## config.mk

```make
export PLATFORM = sky130hd
export DESIGN_NAME = qr_cycle_timer
export DESIGN_NICKNAME = d
export VERILOG_FILES = /design/src/rtl/qrt_pkg.sv /design/src/rtl/qrt_toff_calc.sv /design/src/rtl/qrt_start_sel.sv /design/src/rtl/qrt_seq.sv /design/src/rtl/qr_cycle_timer.sv
export SDC_FILE = /design/constraint.sdc
export NUM_CORES = 1
export LEC_CHECK = 0
export BUFFER_PORTS_ARGS = -buffer_cell sky130_fd_sc_hd__buf_4
export CORE_MARGIN = 4
export CORE_UTILIZATION = 62
export DETAILED_ROUTE_END_ITERATION = 12
export GPL_ROUTABILITY_DRIVEN = 0
export PLACE_DENSITY = 0.78
export SLEW_MARGIN = 25
export SYNTH_ARGS = -nofsm -noshare
export SYNTH_HDL_FRONTEND = slang
export SYNTH_SLANG_ARGS = --single-unit
```

## constraint.sdc

```tcl
create_clock -name clk -period 6 [get_ports clk]
set_input_delay 0.6 -clock clk [delete_from_list [all_inputs] [get_ports clk]]
set_output_delay 0.6 -clock clk [all_outputs]
set_load 0.02 [all_outputs]
```

## src/rtl/qrt_pkg.sv

```systemverilog
package qrt_pkg;

    typedef enum logic [1:0] {
        ST_IDLE   = 2'd0,
        ST_ON     = 2'd1,
        ST_OFFMIN = 2'd2,
        ST_ARMED  = 2'd3
    } qrt_state_e;

    function automatic int max2(input int a, input int b);
        return (a > b) ? a : b;
    endfunction

endpackage

```

## src/rtl/qrt_toff_calc.sv

```systemverilog
module qrt_toff_calc #(
    parameter int FB_W          = 8,
    parameter int CW            = 16,
    parameter int TOFF_LO_CYC   = 400,
    parameter int TOFF_HI_CYC   = 1900,
    parameter int FB_GREEN_ON   = 107,
    parameter int FB_GREEN_OFF  = 61,
    parameter int FB_GREEN_HYST = 5
) (
    input  logic            clk,
    input  logic            rst_n,
    input  logic [FB_W-1:0] fb_code,
    output logic [CW-1:0]   toff_cnt
);
    localparam int SPAN  = TOFF_HI_CYC - TOFF_LO_CYC;
    localparam int RANGE = FB_GREEN_ON - FB_GREEN_OFF;
    localparam int REL   = FB_GREEN_OFF + FB_GREEN_HYST;

    logic deep_d, deep_q;
    logic [31:0] fb32, depth, prod, quo;

    always_comb begin
        fb32   = 32'(fb_code);
        deep_d = deep_q;
        if (fb32 < 32'(FB_GREEN_OFF))
            deep_d = 1'b1;
        else if (fb32 >= 32'(REL))
            deep_d = 1'b0;

        depth = 32'(FB_GREEN_ON) - fb32;
        prod  = depth * 32'(SPAN);
        quo   = prod / 32'(RANGE);

        if (deep_q)
            toff_cnt = CW'(TOFF_HI_CYC);
        else if (fb32 >= 32'(FB_GREEN_ON))
            toff_cnt = CW'(TOFF_LO_CYC);
        else if (fb32 <= 32'(FB_GREEN_OFF))
            toff_cnt = CW'(TOFF_HI_CYC);
        else
            toff_cnt = CW'(32'(TOFF_LO_CYC) + quo);
    end

    always_ff @(posedge clk or negedge rst_n) begin
        if (!rst_n) deep_q <= 1'b0;
        else        deep_q <= deep_d;
    end

    // R6/R7 bound: off time never leaves the endpoint range
    p_toff_range_r7: assert property (@(posedge clk) disable iff (!rst_n)
        (toff_cnt >= CW'(TOFF_LO_CYC)) && (toff_cnt <= CW'(TOFF_HI_CYC)));

endmodule

```

## src/rtl/qrt_start_sel.sv

```systemverilog
module qrt_start_sel #(
    parameter int FB_W           = 8,
    parameter int CW             = 16,
    parameter int START_SLOW_CYC = 27500,
    parameter int START_FAST_CYC = 1500,
    parameter int FB_OLP         = 214
) (
    input  logic [FB_W-1:0] fb_code,
    output logic [CW-1:0]   start_cnt
);
    always_comb begin
        if (32'(fb_code) > 32'(FB_OLP))
            start_cnt = CW'(START_FAST_CYC);
        else
            start_cnt = CW'(START_SLOW_CYC);
    end
endmodule

```

## src/rtl/qrt_seq.sv

```systemverilog
module qrt_seq
    import qrt_pkg::*;
#(
    parameter int CW          = 16,
    parameter int TON_MAX_CYC = 2250,
    parameter int BLANK_CYC   = 15,
    parameter int TIMEOUT_CYC = 450
) (
    input  logic          clk,
    input  logic          rst_n,
    input  logic          en,
    input  logic          valley,
    input  logic          ilim,
    input  logic [CW-1:0] toff_in,
    input  logic [CW-1:0] start_in,
    output logic          gate_o
);
    typedef struct packed {
        qrt_state_e    st;
        logic [CW-1:0] cnt;
        logic [CW-1:0] toff;
    } seq_t;

    seq_t d, q;

    always_comb begin
        d     = q;
        d.cnt = q.cnt + CW'(1);
        case (q.st)
            ST_IDLE: begin
                if (q.cnt >= start_in - CW'(1)) begin
                    d.st  = ST_ON;
                    d.cnt = '0;
                end
            end
            ST_ON: begin
                if ((q.cnt >= CW'(TON_MAX_CYC - 1)) ||
                    (ilim && (q.cnt >= CW'(BLANK_CYC)))) begin
                    d.st   = ST_OFFMIN;
                    d.cnt  = '0;
                    d.toff = toff_in;
                end
            end
            ST_OFFMIN: begin
                if (q.cnt >= q.toff - CW'(1)) begin
                    d.st  = ST_ARMED;
                    d.cnt = '0;
                end
            end
            default: begin
                if (valley || (q.cnt >= CW'(TIMEOUT_CYC - 1))) begin
                    d.st  = ST_ON;
                    d.cnt = '0;
                end
            end
        endcase
        if (!en) begin
            d.st  = ST_IDLE;
            d.cnt = '0;
        end
    end

    always_ff @(posedge clk or negedge rst_n) begin
        if (!rst_n) begin
            q.st   <= ST_IDLE;
            q.cnt  <= '0;
            q.toff <= CW'(1);
        end else begin
            q <= d;
        end
    end

    assign gate_o = (q.st == ST_ON);

    // Run-length observers for the assertions
    logic [CW-1:0] high_run_q, low_run_q;
    logic          after_on_q;

    always_ff @(posedge clk or negedge rst_n) begin
        if (!rst_n) begin
            high_run_q <= '0;
            low_run_q  <= '0;
            after_on_q <= 1'b0;
        end else begin
            high_run_q <= gate_o ? high_run_q + CW'(1) : '0;
            if (gate_o)
                low_run_q <= '0;
            else if (low_run_q != '1)
                low_run_q <= low_run_q + CW'(1);
            if (!en)         after_on_q <= 1'b0;
            else if (gate_o) after_on_q <= 1'b1;
        end
    end

    p_gate_off_when_disabled_r1: assert property (@(posedge clk) disable iff (!rst_n)
        !en |=> !gate_o);

    p_on_time_cap_r3: assert property (@(posedge clk) disable iff (!rst_n)
        gate_o |-> (high_run_q < CW'(TON_MAX_CYC)));

    p_blank_hold_r4: assert property (@(posedge clk) disable iff (!rst_n)
        (gate_o && en && (high_run_q < CW'(BLANK_CYC))) |=> gate_o);

    p_min_off_r6: assert property (@(posedge clk) disable iff (!rst_n)
        ($rose(gate_o) && after_on_q) |-> (low_run_q >= q.toff));

    p_valley_starts_r10: assert property (@(posedge clk) disable iff (!rst_n)
        ((q.st == ST_ARMED) && valley && en) |=> gate_o);

endmodule

```

## src/rtl/qr_cycle_timer.sv

```systemverilog
module qr_cycle_timer
    import qrt_pkg::*;
#(
    parameter int FB_W           = 8,
    parameter int TOFF_LO_CYC    = 400,
    parameter int TOFF_HI_CYC    = 1900,
    parameter int TIMEOUT_CYC    = 450,
    parameter int TON_MAX_CYC    = 2250,
    parameter int BLANK_CYC      = 15,
    parameter int START_SLOW_CYC = 27500,
    parameter int START_FAST_CYC = 1500,
    parameter int FB_GREEN_ON    = 107,
    parameter int FB_GREEN_OFF   = 61,
    parameter int FB_GREEN_HYST  = 5,
    parameter int FB_OLP         = 214
) (
    input  logic            clk,
    input  logic            rst_n,
    input  logic            en,
    input  logic [FB_W-1:0] fb_code,
    input  logic            valley,
    input  logic            ilim,
    output logic            gate
);
    localparam int MAXC = max2(max2(max2(TOFF_HI_CYC, TIMEOUT_CYC), TON_MAX_CYC),
                               max2(START_SLOW_CYC, START_FAST_CYC));
    localparam int CW   = $clog2(MAXC + 2) + 1;

    logic [CW-1:0] toff_cnt, start_cnt;

    qrt_toff_calc #(
        .FB_W(FB_W), .CW(CW),
        .TOFF_LO_CYC(TOFF_LO_CYC), .TOFF_HI_CYC(TOFF_HI_CYC),
        .FB_GREEN_ON(FB_GREEN_ON), .FB_GREEN_OFF(FB_GREEN_OFF),
        .FB_GREEN_HYST(FB_GREEN_HYST)
    ) u_toff (
        .clk(clk), .rst_n(rst_n), .fb_code(fb_code), .toff_cnt(toff_cnt)
    );

    qrt_start_sel #(
        .FB_W(FB_W), .CW(CW),
        .START_SLOW_CYC(START_SLOW_CYC), .START_FAST_CYC(START_FAST_CYC),
        .FB_OLP(FB_OLP)
    ) u_start (
        .fb_code(fb_code), .start_cnt(start_cnt)
    );

    qrt_seq #(
        .CW(CW), .TON_MAX_CYC(TON_MAX_CYC),
        .BLANK_CYC(BLANK_CYC), .TIMEOUT_CYC(TIMEOUT_CYC)
    ) u_seq (
        .clk(clk), .rst_n(rst_n), .en(en), .valley(valley), .ilim(ilim),
        .toff_in(toff_cnt), .start_in(start_cnt), .gate_o(gate)
    );

endmodule

```

==> load_flow_metrics.sql, run 1 <==
INSERT INTO impl_metrics (metric_group, metric, value, unit) VALUES
('logic_synthesis', 'synthesis.instances', '1897', ''),
('floorplanning', 'initial_cell_density_of_the_core', '0.629', ''),
('place', 'dp.final_hpwl', '49000', 'um'),
('place', 'place.port_buffers', '13', ''),
('logic_synthesis', 'mappedNetlistArea', '0.0137', 'mm2'),
('clock_tree', 'clk_root_buffer_cell', 'clkbuf_16', ''),
('clock_tree', 'htreeDepth', '2', ''),
('clock_tree', 'postCtsSetupBuffers', '73', ''),
('logic_synthesis', 'ys_async_sr_fraction', '1.00', ''),
('outcome', 'flow.stopped_at', 'clock tree synthesis (4_1_cts)', ''),
('floorplanning', 'dieWidth', '157', 'um'),
('logic_synthesis', 'synth_edf_count', '0', ''),
('place', 'preCtsSetupSlack', '-14.58', 'ns'),
('logic_synthesis', 'synth_top_flop_cell', 'dfrtp_1', ''),
('place', 'placed_cells_incl_taps', '2812', ''),
('clock_tree', 'max-clock-path-buffers', '2', ''),
('logic_synthesis', 'postSynthRegisterBits', '35', ''),
('logic_synthesis', 'netlist-cell-type-count', '133', ''),
('floorplanning', 'site_row_count', '54', ''),
('outcome', 'outcome', 'did not finish', ''),
('clock_tree', 'hold_buf_cts', '0', ''),
('clock_tree', 'cts.repair.resized', '221', ''),
('clock_tree', 'tritoncts.num_buffers', '5', ''),
('logic_synthesis', 'syn_avg_cell_area', '7.22', 'um2'),
('floorplanning', 'die-height', '157', 'um'),
('clock_tree', 'cts.sink_count', '35', ''),
('outcome', 'first-error', '[ERROR DPL-0033] detailed placement checks failed during check placement.', ''),
('floorplanning', 'io-pin-count', '14', ''),
('logic_synthesis', 'ys_seq_area_frac', '0.0640', ''),
('logic_synthesis', 'synthesis.nets', '2030', ''),
('logic_synthesis', 'synth.yosys.warnings', '0', '');
cells by family after synthesis:
| logic type | Yosys count | synth area share |
|---|---|---|
| mux | 48 | 0.0375 |
| xor+xnor | 171 | 0.111 |
| buf+inv | 180 | 0.0551 |
| fa+ha+maj | 122 | 0.129 |
| simple gates | 760 | 0.287 |
| compound gates | 581 | 0.317 |
| flops | 35 | 0.0640 |
cell usage after synthesis (30+ instances only):
cell | n | area (um2)
nor2_1 | 177 | 664
nand2_1 | 158 | 593
xnor2_1 | 114 | 998
inv_1 | 99 | 372
a21oi_1 | 93 | 465
ha_1 | 88 | 1100
nor3_1 | 84 | 420
o21ai_0 | 82 | 410
nand3_1 | 77 | 385
xor2_1 | 54 | 473
clkbuf_1 | 42 | 158
a31oi_1 | 36 | 225
dfrtp_1 | 34 | 851
mux2i_1 | 34 | 340
and3_1 | 32 | 200
fa_1 | 32 | 641
and2_1 | 31 | 194
o21ai_1 | 30 | 150
stage by stage:
stage / cell area (um2) / hold slack [ns]
detailed placement: 19600 / 0.530
floorplan: 14300 / 0.304
global placement: 19600 / 0.499
==> run 2: changes to the inputs <==
--- a/config.mk
+++ b/config.mk
@@ -7,10 +7,10 @@
 export LEC_CHECK = 0
 export BUFFER_PORTS_ARGS = -buffer_cell sky130_fd_sc_hd__buf_4
 export CORE_MARGIN = 4
-export CORE_UTILIZATION = 62
+export CORE_UTILIZATION = 40
 export DETAILED_ROUTE_END_ITERATION = 12
 export GPL_ROUTABILITY_DRIVEN = 0
-export PLACE_DENSITY = 0.78
+export PLACE_DENSITY_LB_ADDON = 0.15
 export SLEW_MARGIN = 25
 export SYNTH_ARGS = -nofsm -noshare
 export SYNTH_HDL_FRONTEND = slang
==> run 2 against run 1 <==
The flow now finishes, with violations (negative setup slack). Synthesized area unchanged. Synthesized cell count stayed put.
==> load_flow_metrics.sql, run 2 <==
INSERT INTO impl_metrics (metric_group, metric, value, unit) VALUES
('logic_synthesis', 'mappedNetlistArea', '0.0137', 'mm2'),
('sta', 'timing.final.crit_share', '3.17', ''),
('final_layout', 'registers.top_by_ff_count', 'u_seq.q', ''),
('floorplanning', 'initial_cell_density_of_the_core', '0.407', ''),
('logic_synthesis', 'synthesis.instances', '1897', ''),
('detailed_routing', 'viasPerCell', '5.83', ''),
('worst_setup_path', 'cp.depth', '88', ''),
('grt', 'via_count_of_the_first_global_routing_pass', '17700', ''),
('worst_setup_path', 'reg2reg_from', 'u_seq.q[0]', ''),
('grt', 'grt_pass1_wl', '87300', 'um'),
('floorplanning', 'dieArea', '0.0373', 'mm2'),
('worst_setup_path', 'critical-path-top-delay-family', 'compound AO/OA/AOI/OAI gates', ''),
('final_layout', 'drive_gt1_frac', '0.447', ''),
('grt', 'grt-ovfl-total', '0', ''),
('worst_setup_path', 'required', '6.17', 'ns'),
('grt', 'antenna_violations_before_repair', '0', ''),
('sta', 'setup_viol', '16', ''),
('logic_synthesis', 'ys_async_sr_fraction', '1.00', ''),
('final_layout', 'commonest_cells_after_routing_fill_and_taps_aside', 'buf_4, nor2_1, nand2_1', ''),
('worst_setup_path', 'cp_capture_type', 'flip-flop', ''),
('detailed_routing', 'initialDrtViolationCount', '1256', ''),
('logic_synthesis', 'ys_seq_area_frac', '0.0640', ''),
('outcome', 'violations', 'negative setup slack', ''),
('sta', 'final_critical_path_setup_slack', '-13.04', 'ns'),
('worst_setup_path', 'worst_setup_path_startpoint', 'fb_code[3]', ''),
('outcome', 'outcome', 'complete, but fails checks', ''),
('final_layout', 'area.growth.synth_to_final', '63.5', '%'),
('worst_setup_path', 'reg2reg_setup_slack', '1.77', 'ns'),
('worst_setup_path', 'critPathMostFrequentCell', 'buf_4', ''),
('worst_setup_path', 'crit_buf_inv', '18', ''),
('sta', 'final_hold_viol_count', '0', ''),
('floorplanning', 'area_of_the_placeable_core', '0.0336', 'mm2'),
('clock_tree', 'max-clock-path-buffers', '2', ''),
('sta', 'maxSlewViolCount', '0', ''),
('floorplanning', 'die-height', '193', 'um'),
('place', 'place.port_buffers', '13', ''),
('sta', 'timing.hold.ws', '0.270', 'ns'),
('clock_tree', 'path_clk_slew', '0.06', 'ns'),
('worst_setup_path', 'endpoint', 'u_seq.q[0]', ''),
('sta', 'slew-limit-headroom', '0.467', ''),
('place', 'dp.final_hpwl', '42400', 'um'),
('sta', 'timing_worst_slew_pin_value', '0.789', 'ns'),
('final_layout', 'layout_commonest_cell', 'buf_4', ''),
('detailed_routing', 'drc_viols', '0', ''),
('grt', 'global_route_total_usage_across_every_layer', '0.279', ''),
('logic_synthesis', 'postSynthRegisterBits', '35', ''),
('floorplanning', 'site_row_count', '67', ''),
('logic_synthesis', 'syn_avg_cell_area', '7.22', 'um2'),
('logic_synthesis', 'synth_area_leader_cell', 'ha_1', ''),
('logic_synthesis', 'synth.yosys.warnings', '0', ''),
('worst_setup_path', 'crit_fanout', '9', ''),
('final_layout', 'n_antenna_cell', '0', ''),
('sta', 'fin_skew', '0.00763', 'ns'),
('final_layout', 'seq_area', '877', 'um2'),
('hold_path', 'hold_class', 'in -> async', ''),
('detailed_routing', 'wire_per_inst', '17.7', 'um'),
('final_layout', 'net_count_reported_at_finish', '2765', ''),
('grt', 'grt_max_degree', '36', ''),
('worst_setup_path', 'critical_path_arrival', '19.21', 'ns'),
('final_layout', 'total_area_of_multi_input_combinational_cells', '0.0141', 'mm2'),
('run', 'maxCapViolations', '0', ''),
('detailed_routing', 'drtAntennaViolNets', '0', ''),
('final_layout', 'fillCellCount', '2783', ''),
('worst_setup_path', 'slowest_delay', '0.57', 'ns'),
('worst_setup_path', 'reg_to_reg_critical_path_endpoint', 'u_seq.q[30]', ''),
('logic_synthesis', 'synth_edf_count', '0', ''),
('clock_tree', 'clk-insertion-delay-late', '0.28', 'ns'),
('worst_setup_path', 'worstSetupStartpointType', 'primary input', ''),
('logic_synthesis', 'yosys-top-cells-area', 'ha_1, xnor2_1, dfrtp_1', ''),
('floorplanning', 'dieWidth', '193', 'um'),
('final_layout', 'number_of_flip_flops_in_the_largest_register', '34', ''),
('clock_tree', 'htreeDepth', '2', ''),
('clock_tree', 'clock_tree_from_tritoncts', 'built', ''),
('clock_tree', 'cts.sink_count', '35', ''),
('detailed_routing', 'routed_wirelength', '54600', 'um'),
('logic_synthesis', 'synthesis.nets', '2030', ''),
('sta', 'rsz_0062_raised_after_global_routing', 'yes', ''),
('logic_synthesis', 'netlist-cell-type-count', '133', ''),
('detailed_routing', 'detailedRoute.firstPassIterationCount', '5', ''),
('floorplanning', 'io-pin-count', '14', ''),
('worst_setup_path', 'setup.worst_path.class', 'in -> reg', ''),
('clock_tree', 'clk_root_buffer_cell', 'clkbuf_16', ''),
('logic_synthesis', 'synth_top_flop_cell', 'dfrtp_1', ''),
('worst_setup_path', 'critical_path.slowest_cell', 'or4_4', ''),
('sta', 'period_minus_slack', '19.04', 'ns'),
('sta', 'maximum_frequency_from_static_timing_analysis', '0.0525', 'GHz'),
('final_layout', 'top_regs', 'u_seq.q (34), u_toff.deep_q (1)', ''),
('clock_tree', 'tritoncts.num_buffers', '5', ''),
('logic_synthesis', 'synth_commonest_cells', 'nor2_1, nand2_1, xnor2_1', ''),
('logic_synthesis', 'synthDominantCellAreaShare', '0.0804', ''),
('worst_setup_path', 'timing.reg2reg.worst_path_depth', '25', ''),
('logic_synthesis', 'yosys.cell_count.top_type', 'nor2_1', ''),
('detailed_routing', 'via_count', '18000', '');
[run 2: stage by stage]
stage / std cells / utilization / cell area [um2] / TNS [ns] / setup WS [ns]
2_1_floorplan: 1897 / - / 14300 / -181.93 / -13.15
3_3_place_gp: 2978 / 0.588 / 19800 / -195.65 / -13.54
3_5_place_dp: 2978 / 0.588 / 19800 / -198.04 / -13.75
4_1_cts: 3052 / 0.639 / 21500 / -180.07 / -12.55
5_1_grt: 3081 / 0.666 / 22400 / -198.05 / -13.79
6_report: 3081 / 0.666 / 22400 / -186.97 / -13.04
[run 2: what timing repair did]
action                                  CTS  global route
setup buffers                            74            38
endpoints found under the setup margin   16            16
cloned                                    0             0
resized for setup                       206           122
pin swaps                                93            89
hold buffers                              0             0
[run 2: final cells by class]
class                   instances  share of cell area
multi-input cells            1682               0.631
repair buffers                805               0.278
flip-flops and latches         35              0.0392
well taps                     448              0.0250
inverters                     103              0.0175
clock buffers                   5             0.00559
clock inverters                 3             0.00302
[run 2: worst min-delay path by stage]
stage,from,endpoint,cells past startpoint
after floorplan,rst_n,u_seq.q[10],0
final,rst_n,u_seq.q[22],1
after detailed placement,u_seq.q[15],u_seq.q[15],1
after global routing,rst_n,u_seq.q[26],1
after CTS,rst_n,u_seq.q[22],1
after global placement,u_seq.q[9],u_seq.q[9],1
[run 2: cells by family after synthesis]
family                     share of synthesized area
muxes                                         0.0375
buffers and inverters                         0.0551
AOI/OAI and AO/OA                              0.317
DFF                                           0.0640
xor gates and xnor gates                       0.111
and+or+nand+nor                                0.287
adders and majority gates                      0.129
[run 2: metal layers]
layer,wire (um),track usage
met1,23500,0.359
met2,26400,0.488
met3,2760,0.0310
met4,1900,0.0950
met5,0,0
Power of run 2 is left out: the tool's default activity adds up to more than one toggle a clock period on the data nets, which glitch-free logic cannot reach.
==> run 3: changes to the inputs <==
--- a/config.mk
+++ b/config.mk
@@ -7,7 +7,7 @@
 export LEC_CHECK = 0
 export BUFFER_PORTS_ARGS = -buffer_cell sky130_fd_sc_hd__buf_4
 export CORE_MARGIN = 4
-export CORE_UTILIZATION = 40
+export CORE_UTILIZATION = 30
 export DETAILED_ROUTE_END_ITERATION = 12
 export GPL_ROUTABILITY_DRIVEN = 0
 export PLACE_DENSITY_LB_ADDON = 0.15
==> run 3 against run 2 <==
The flow still finishes with violations (negative setup slack). Non-clock buffer count increased by 69. First-iteration DRC count fell by 12%. Wire length up 1.2%. Cell count rose by 7.2%. Clock skew decreased by 0.0043 ns. Fmax increased by 1.1%. Critical path depth fell by 6.
==> load_flow_metrics.sql, run 3 (synthesis gave the netlist of run 2 again) <==
INSERT INTO impl_metrics (metric_group, metric, value, unit) VALUES
('detailed_routing', 'drtAntennaViolNets', '0', ''),
('final_layout', 'layout_commonest_cell', 'buf_4', ''),
('sta', 'timing_worst_slew_pin_value', '0.752', 'ns'),
('detailed_routing', 'wire_per_inst', '16.7', 'um'),
('worst_setup_path', 'cp_capture_type', 'flip-flop', ''),
('clock_tree', 'htreeDepth', '2', ''),
('worst_setup_path', 'critical_path.slowest_cell', 'fa_1', ''),
('final_layout', 'n_antenna_cell', '0', ''),
('worst_setup_path', 'crit_fanout', '6', ''),
('place', 'place.port_buffers', '13', ''),
('floorplanning', 'area_of_the_placeable_core', '0.0453', 'mm2'),
('place', 'dp.final_hpwl', '44600', 'um'),
('grt', 'global_route_total_usage_across_every_layer', '0.213', ''),
('sta', 'fin_skew', '0.00330', 'ns'),
('floorplanning', 'dieArea', '0.0491', 'mm2'),
('grt', 'via_count_of_the_first_global_routing_pass', '17600', ''),
('sta', 'setup_viol', '16', ''),
('worst_setup_path', 'required', '6.18', 'ns'),
('worst_setup_path', 'setup.worst_path.class', 'in -> reg', ''),
('detailed_routing', 'detailedRoute.firstPassIterationCount', '5', ''),
('floorplanning', 'dieWidth', '222', 'um'),
('floorplanning', 'site_row_count', '78', ''),
('final_layout', 'commonest_cells_after_routing_fill_and_taps_aside', 'buf_4, nor2_1, nand2_1', ''),
('floorplanning', 'io-pin-count', '14', ''),
('clock_tree', 'cts.sink_count', '35', ''),
('sta', 'final.setup.tns', '-188.69', 'ns'),
('sta', 'final_hold_viol_count', '0', ''),
('clock_tree', 'max-clock-path-buffers', '2', ''),
('detailed_routing', 'viasPerCell', '5.31', ''),
('clock_tree', 'tritoncts.num_buffers', '5', ''),
('grt', 'grt_max_degree', '36', ''),
('worst_setup_path', 'critPathMostFrequentCell', 'buf_4', ''),
('detailed_routing', 'routed_wirelength', '55200', 'um'),
('outcome', 'outcome', 'complete, but fails checks', ''),
('clock_tree', 'path_clk_slew', '0.05', 'ns'),
('outcome', 'violations', 'negative setup slack', ''),
('final_layout', 'area.growth.synth_to_final', '70.4', '%'),
('worst_setup_path', 'worstSetupStartpointType', 'primary input', ''),
('worst_setup_path', 'slowest_delay', '0.55', 'ns'),
('final_layout', 'top_regs', 'u_seq.q (34), u_toff.deep_q (1)', ''),
('sta', 'slew-limit-headroom', '0.492', ''),
('detailed_routing', 'via_count', '17500', ''),
('hold_path', 'hold_class', 'in -> async', ''),
('sta', 'rsz_0062_raised_after_global_routing', 'yes', ''),
('final_layout', 'net_count_reported_at_finish', '2835', ''),
('clock_tree', 'clk_root_buffer_cell', 'clkbuf_16', ''),
('floorplanning', 'initial_cell_density_of_the_core', '0.302', ''),
('sta', 'maximum_frequency_from_static_timing_analysis', '0.0531', 'GHz'),
('sta', 'period_minus_slack', '18.83', 'ns'),
('run', 'maxCapViolations', '0', ''),
('detailed_routing', 'drc_viols', '0', ''),
('final_layout', 'drive_gt1_frac', '0.474', ''),
('worst_setup_path', 'critical_path_arrival', '19.01', 'ns'),
('grt', 'grt_pass1_wl', '89500', 'um'),
('floorplanning', 'die-height', '222', 'um'),
('sta', 'timing.final.crit_share', '3.14', ''),
('place', 'placed_cells_incl_taps', '3181', ''),
('place', 'preCtsSetupSlack', '-13.86', 'ns'),
('clock_tree', 'clk-insertion-delay-late', '0.27', 'ns'),
('grt', 'grt-ovfl-total', '0', ''),
('detailed_routing', 'initialDrtViolationCount', '1108', ''),
('final_layout', 'registers.top_by_ff_count', 'u_seq.q', ''),
('clock_tree', 'clock_tree_from_tritoncts', 'built', ''),
('final_layout', 'final-instance-count-excl-fill', '3303', ''),
('worst_setup_path', 'timing.reg2reg.worst_path_depth', '25', ''),
('sta', 'maxSlewViolCount', '0', ''),
('grt', 'antenna_violations_before_repair', '0', ''),
('final_layout', 'number_of_flip_flops_in_the_largest_register', '34', ''),
('sta', 'final_critical_path_setup_slack', '-12.83', 'ns');
-- run 3: changes by cell type in the layout (fill, tap and decap cells not counted), sizes merged --
cell,before,now
buf,805,874
bufinv,2,0
clkbuf,5,8
clkinvlp,2,1
mux2i,35,36
-- run 3: timing repair --
item	in CTS	in global routing
cloned	1	0
resized for setup	267	116
hold endpoints to repair	0	0
hold buffers	0	0
setup endpoints to repair	16	16
buffers inserted	95	34
pin swaps	129	70
-- run 3: layout make-up --
class,count,area (um2)
tap,600,751
clock buffer,8,156
sequential,35,877
multi-input combinational,1683,14400
timing repair buffer,874,6790
inverter,103,395
fill,4366,22000
-- run 3: final timing paths --
path	start	slack [ns]	endpoint
min in group clk	u_seq.q[5]	0.54	u_seq.q[5]
min	rst_n	0.27	u_seq.q[27]
min reg2reg	u_seq.q[5]	0.54	u_seq.q[5]
max	fb_code[3]	-12.83	u_seq.q[0]
max in group asynchronous	rst_n	5.38	u_seq.q[0]
max reg2reg	u_seq.q[0]	1.79	u_seq.q[29]
-- run 3: worst max-delay path, delay by kind of cell --
| kind | cells | cell delay [ns] |
|---|---|---|
| multiplexers | 6 | 1.48 |
| adder cells (fa/ha/maj) | 6 | 2.51 |
| AND/OR/NAND/NOR | 19 | 5.09 |
| buffers and inverters | 16 | 2.00 |
| AO/OA/AOI/OAI | 34 | 7.04 |
| XOR/XNOR | 1 | 0.22 |
-- run 3: per-stage QoR --
stage	util	hold WS, ns	cell area [um2]
2_1_floorplan	-	0.304	14300
3_3_place_gp	0.449	0.510	20300
3_5_place_dp	0.449	0.511	20300
4_1_cts	0.498	0.294	22600
5_1_grt	0.515	0.305	23300
6_report	0.515	0.274	23300
-- run 3: per-layer routing --
metal | up-vias | wire length (um) | track usage
met2 | 376 | 26000 | 0.362
met1 | 8349 | 25600 | 0.290
met5 | - | 0 | 0
met4 | 0 | 1590 | 0.0552
li1 | 8720 | - | -
met3 | 99 | 2100 | 0.0207
Power of run 3 is left out for the same reason.
